$ cat config.mk
export PLATFORM = sky130hd
export DESIGN_NAME = gain_slew_ctrl
export DESIGN_NICKNAME = d
export VERILOG_FILES = /design/src/rtl/gsc_pkg.sv /design/src/rtl/gsc_clamp.sv /design/src/rtl/gsc_pacer.sv /design/src/rtl/gsc_ramp.sv /design/src/rtl/gain_slew_ctrl.sv
export SDC_FILE = /design/constraint.sdc
export NUM_CORES = 1
export LEC_CHECK = 0
export BUFFER_PORTS_ARGS = -buffer_cell sky130_fd_sc_hd__buf_4
export CAP_MARGIN = 10
export CELL_PAD_IN_SITES_DETAIL_PLACEMENT = 1
export CELL_PAD_IN_SITES_GLOBAL_PLACEMENT = 2
export CORE_MARGIN = 5
export CORE_UTILIZATION = 31
export CTS_CLUSTER_SIZE = 25
export DETAILED_ROUTE_END_ITERATION = 16
export PLACE_DENSITY_LB_ADDON = 0.1
export SLEW_MARGIN = 20
export SYNTH_ARGS = -nofsm -noshare
export SYNTH_HDL_FRONTEND = slang
export SYNTH_SLANG_ARGS = --single-unit
$ cat constraint.sdc
create_clock -name clk -period 3.3 [get_ports clk]
set_input_delay 0.33 -clock clk [delete_from_list [all_inputs] [get_ports clk]]
set_output_delay 0.33 -clock clk [all_outputs]
set_load 0.03 [all_outputs]
$ cat src/rtl/gsc_pkg.sv
package gsc_pkg;
  typedef enum logic [1:0] {
    STEP_EVERY = 2'b00,
    STEP_ALT   = 2'b01,
    STEP_JUMP0 = 2'b10,
    STEP_JUMP1 = 2'b11
  } step_mode_e;
endpackage

$ cat src/rtl/gsc_clamp.sv
module gsc_clamp #(
  parameter int GAIN_W   = 7,
  parameter int SAT_CODE = 119
) (
  input  logic [GAIN_W-1:0] code_i,
  output logic [GAIN_W-1:0] code_o
);
  localparam logic [GAIN_W-1:0] LIMIT = GAIN_W'(SAT_CODE);

  always_comb begin
    code_o = (code_i > LIMIT) ? LIMIT : code_i;
  end
endmodule

$ cat src/rtl/gsc_pacer.sv
module gsc_pacer
  import gsc_pkg::*;
(
  input  logic       clk,
  input  logic       rst_n,
  input  logic       power_i,
  input  logic       strobe_i,
  input  step_mode_e mode_i,
  output logic       tick_o,
  output logic       jump_o
);
  logic phase_q;

  always_ff @(posedge clk or negedge rst_n) begin
    if (!rst_n) begin
      phase_q <= 1'b0;
    end else if (!power_i || mode_i != STEP_ALT) begin
      phase_q <= 1'b0;
    end else if (strobe_i) begin
      phase_q <= ~phase_q;
    end
  end

  always_comb begin
    jump_o = mode_i[1];
    tick_o = strobe_i && power_i && ((mode_i != STEP_ALT) || phase_q);
  end

  // in alternate mode two ticks never come back to back
  a_r3_no_back_to_back: assert property (@(posedge clk) disable iff (!rst_n)
    (mode_i == STEP_ALT && tick_o) |=> (mode_i != STEP_ALT || !tick_o));
endmodule

$ cat src/rtl/gsc_ramp.sv
module gsc_ramp #(
  parameter int GAIN_W   = 7,
  parameter int SAT_CODE = 119
) (
  input  logic              clk,
  input  logic              rst_n,
  input  logic              power_i,
  input  logic              tick_i,
  input  logic              jump_i,
  input  logic [GAIN_W-1:0] target_i,
  output logic [GAIN_W-1:0] applied_o
);
  localparam logic [GAIN_W-1:0] ONE   = GAIN_W'(1);
  localparam logic [GAIN_W-1:0] LIMIT = GAIN_W'(SAT_CODE);

  logic [GAIN_W-1:0] applied_q;
  logic [GAIN_W-1:0] applied_d;

  always_comb begin
    applied_d = applied_q;
    if (!power_i) begin
      applied_d = '0;
    end else if (tick_i) begin
      if (jump_i) begin
        applied_d = target_i;
      end else if (applied_q < target_i) begin
        applied_d = applied_q + ONE;
      end else if (applied_q > target_i) begin
        applied_d = applied_q - ONE;
      end
    end
  end

  always_ff @(posedge clk or negedge rst_n) begin
    if (!rst_n) applied_q <= '0;
    else        applied_q <= applied_d;
  end

  assign applied_o = applied_q;

  // no tick, no movement while powered
  a_r5_hold_without_tick: assert property (@(posedge clk) disable iff (!rst_n)
    (power_i && !tick_i) |=> $stable(applied_q));
  // a paced step moves at most one code
  a_r2_single_code: assert property (@(posedge clk) disable iff (!rst_n)
    (power_i && tick_i && !jump_i) |=>
      (applied_q == $past(applied_q) || applied_q == $past(applied_q) + ONE ||
       applied_q == $past(applied_q) - ONE));
  // never above the saturation code
  a_r6_saturated: assert property (@(posedge clk) disable iff (!rst_n)
    applied_q <= LIMIT);
  // power off forces zero
  a_r8_powered_down_zero: assert property (@(posedge clk) disable iff (!rst_n)
    !power_i |=> applied_q == '0);
endmodule

$ cat src/rtl/gain_slew_ctrl.sv
module gain_slew_ctrl
  import gsc_pkg::*;
#(
  parameter int GAIN_W   = 7,
  parameter int SAT_CODE = 119
) (
  input  logic              clk,
  input  logic              rst_n,
  input  logic [GAIN_W-1:0] gain_set_i,
  input  logic              mute_set_i,
  input  logic [1:0]        step_mode_i,
  input  logic              power_on_i,
  input  logic              fs_strobe_i,
  output logic [GAIN_W-1:0] gain_applied_o,
  output logic              mute_eff_o,
  output logic              at_target_o,
  output logic              power_state_o
);
  logic [GAIN_W-1:0] target_sat;
  logic              tick;
  logic              jump;
  logic              mute_q;
  logic              power_q;
  step_mode_e        mode;

  assign mode = step_mode_e'(step_mode_i);

  gsc_clamp #(.GAIN_W(GAIN_W), .SAT_CODE(SAT_CODE)) u_clamp (
    .code_i (gain_set_i),
    .code_o (target_sat)
  );

  gsc_pacer u_pacer (
    .clk      (clk),
    .rst_n    (rst_n),
    .power_i  (power_on_i),
    .strobe_i (fs_strobe_i),
    .mode_i   (mode),
    .tick_o   (tick),
    .jump_o   (jump)
  );

  gsc_ramp #(.GAIN_W(GAIN_W), .SAT_CODE(SAT_CODE)) u_ramp (
    .clk       (clk),
    .rst_n     (rst_n),
    .power_i   (power_on_i),
    .tick_i    (tick),
    .jump_i    (jump),
    .target_i  (target_sat),
    .applied_o (gain_applied_o)
  );

  always_ff @(posedge clk or negedge rst_n) begin
    if (!rst_n) begin
      mute_q  <= 1'b1;
      power_q <= 1'b0;
    end else begin
      mute_q  <= mute_set_i;
      power_q <= power_on_i;
    end
  end

  assign mute_eff_o    = mute_q;
  assign power_state_o = power_q;
  assign at_target_o   = power_q && (gain_applied_o == target_sat);

  // flag only while powered and never above saturation
  a_r7_flag_needs_power: assert property (@(posedge clk) disable iff (!rst_n)
    at_target_o |-> (power_state_o && gain_applied_o <= GAIN_W'(SAT_CODE)));
  // jump mode lands on target after a strobe
  a_r4_jump_lands: assert property (@(posedge clk) disable iff (!rst_n)
    (power_on_i && fs_strobe_i && step_mode_i[1]) |=>
      gain_applied_o == $past(target_sat));
  // mute output tracks previous request
  a_r9_mute_follows: assert property (@(posedge clk) disable iff (!rst_n)
    $rose(mute_eff_o) |-> $past(mute_set_i));
endmodule

==> results.md <==
* Commonest cells in the netlist: 13 x ha_1, 10 x inv_1, 9 x dfrtp_1
* RR Endpoint: u_ramp.applied_o[5]
* Die X at 66.5 µm
* Sink Count at 10
* Setup Buffers After CTS at 0
* Worst hold path depth at 1
* Drt initial violations at 25
* Vias in the first global route at 1140
* CTS max path bufs at 2
* Fin crit share at 0.925
* Worst-Margin Slew at 391 ps
* DR DRC count at 0
* Clock H-tree levels at 1
* FMAX at 0.328 GHz
* DR vias at 1023
* Post-Synthesis Cells at 111
* LEAKAGE at 0.702 nW
* Pwr Density at 521 nW/µm²
* Ys Warns at 0
* Peak VDD IR at 0.000225 V
* Number of max-cap violations at 0
* Worst-Skew Late Latency at 280 ps
* Routed wire length at 3.24 mm
* Post-synthesis instance area at 991 µm²
* Syn_nets at 139
* First-pass GRT wire length at 5.38 mm
* Status: finished, final reports clean
* Hold Crit Class: in2reg
* Top post-synthesis cells by area: dfrtp_1 23%, ha_1 16%, inv_1 3.8%
* Starting Density at 0.325
* Top FF cell, synth: dfrtp_1
* Reg2reg setup slack at 250 ps
* Util after Layout at 0.459
* Port buffer count at 23
* Row count at 20
* CP Max Fanout at 7
* Nets at 185
* Setup crit start kind: register
* Count of different cell masters after synthesis at 39
* Congestion Overflow GR at 0
* Total die area at 4430 µm²
* Post-Synthesis Mean Instance Area at 8.93 µm²
* Share of layout cells above drive strength 1 at 0.365
* Half-perimeter wire length after placement at 2.66 mm
* Synth top area share at 0.227
* Die height at 66.5 µm
* Worst path required time at 3480 ps
* Final GP Congestion at 0.785
* Synth-to-layout area growth at 41.3%
* Largest area contributor in the netlist: dfrtp_1
* Fin crit period at 3050 ps
* Root buf cell: clkbuf_4
* CTS Buf Count at 3
* Largest net degree at the start of global routing at 17
* R2r startpoint: u_ramp.applied_o[2]
* Clock Pin Slew Worst Setup and Hold Paths at 80 ps
* Critical path class: reg2reg
* Unrepaired setup endpoints after global routing: no
* Most frequent cell after synthesis: ha_1
* Worst Hold Path EP: mute_eff_o
* DRT Pass-1 Iters at 4
* Gr usage total at 0.163
* Initial antenna violation count at 0
* R2R depth at 10
* Core ar. at 3050 µm²
* Final hold vios at 0
* # diodes at 0
* Total power at 0.730 mW
* Synthesized flop and latch total at 10
* Setup TNS Final at 0 ps
* EDFF count, synth at 0
* Register area share after synthesis at 0.254
* Synth async-reset ratio at 1.00
* Worst Setup End Kind: register
* Hold wc startpoint: mute_set_i
* Max_slew headroom at 0.733
* Final Max Slew Viols at 0
* Setup Skew at 2.34 ps
* Vias per std cell at 5.12
* Wirelength per Cell at 16.2 µm
* CTS tree: done
* Io pins at 24
* Final setup fails at 0
* Detail Route Antenna Nets at 0
* Critical path arrival at 3230 ps
[cell families (layout without fill, tap and decap cells)]
| group | count (synthesis) | count (layout) | synth area share |
|---|---|---|---|
| AND/OR/NAND/NOR | 42 | 42 | 0.236 |
| AO/OA/AOI/OAI | 26 | 26 | 0.201 |
| adder cells (fa/ha/maj) | 14 | 14 | 0.184 |
| buffers and inverters | 11 | 56 | 0.0429 |
| flip-flops | 10 | 10 | 0.254 |
| multiplexers | 6 | 6 | 0.0644 |
| XOR/XNOR | 2 | 2 | 0.0177 |
[metal layers]
layer  share of wire  up-vias  global-route usage
met5               0        -                   0
met4          0.0056        0              0.0381
met3           0.027        2              0.0236
met2            0.49       17               0.290
met1            0.48      499               0.204
li1                -      505                   -
[power breakdown]
| part | leakage [nW] | internal [mW] | switching, mW | total, mW |
|---|---|---|---|---|
| Clock | 0.0210 | 0.0672 | 0.0569 | 0.124 |
| Sequential | 0.126 | 0.146 | 0.0303 | 0.176 |
| Combinational | 0.556 | 0.199 | 0.231 | 0.430 |
[cell usage in the layout (no fill, tap or decap), types with 2 or more instances in the layout]
cell type  count
a21oi_1        7
clkbuf_4       3
nand3_1        5
mux2_2         3
nand3b_1       2
o211ai_1       2
buf_4         41
xor2_1         2
nor4b_1        2
a211oi_2       2
mux2i_1        3
dfrtp_1        9
nand2_1        8
inv_1         10
ha_1          13
nor2_1         8
and3_1         2
nand2b_1       2
nand4_1        3
nor3b_1        2
o21ai_0        5
[state kept, by name, indices dropped and copies added, names as in the netlist]
signal and count:
u_pacer.phase_q 1, u_ramp.applied_o 7, mute_eff_o 1, power_state_o 1
[area by class of cell]
type,instances,area (µm²)
fill,380,1650
multi-input combinational,90,702
timing repair buffer,42,318
sequential,10,251
tap,44,55.1
inverter,10,37.5
clock buffer,4,36.3
[worst max path at each step]
stage,startpoint,end,slack (ps)
6_report,u_ramp.applied_o[2],u_ramp.applied_o[5],250
5_1_grt,u_ramp.applied_o[2],u_ramp.applied_o[5],70
4_1_cts,u_ramp.applied_o[2],u_ramp.applied_o[5],100
3_5_place_dp,gain_set_i[6],u_ramp.applied_o[5],-180
3_3_place_gp,gain_set_i[6],u_ramp.applied_o[5],-70
2_1_floorplan,gain_set_i[6],u_ramp.applied_o[5],120
[what timing repair did]
item                                    4_1_cts  5_1_grt
hold buffers                                  1        0
hold endpoints to repair                      9        0
endpoints found under the setup margin        0        2
resized for setup                             0        2
[worst max-delay path, stage by stage, from the launching register on]
cell and delay, ps:
dfrtp_1 450, ha_1 350, a21oi_1 140, a21oi_1 110
or3_4 430, ha_1 300, a21o_2 230, a211oi_2 250
nor4b_1 80, or3_1 350, mux2_2 260
[stage by stage]
step | setup slack [ps] | instances | hold WS (ps) | instance area [µm²]
finish | 247 | 200 | 145 | 1400
global route | 72.7 | 200 | 131 | 1400
CTS | 105 | 200 | 140 | 1400
detailed placement | -178 | 195 | 178 | 1350
global placement | -74.6 | 195 | 175 | 1350
floorplan | 115 | 111 | 34.4 | 991
(Power assumes the default switching activity.)
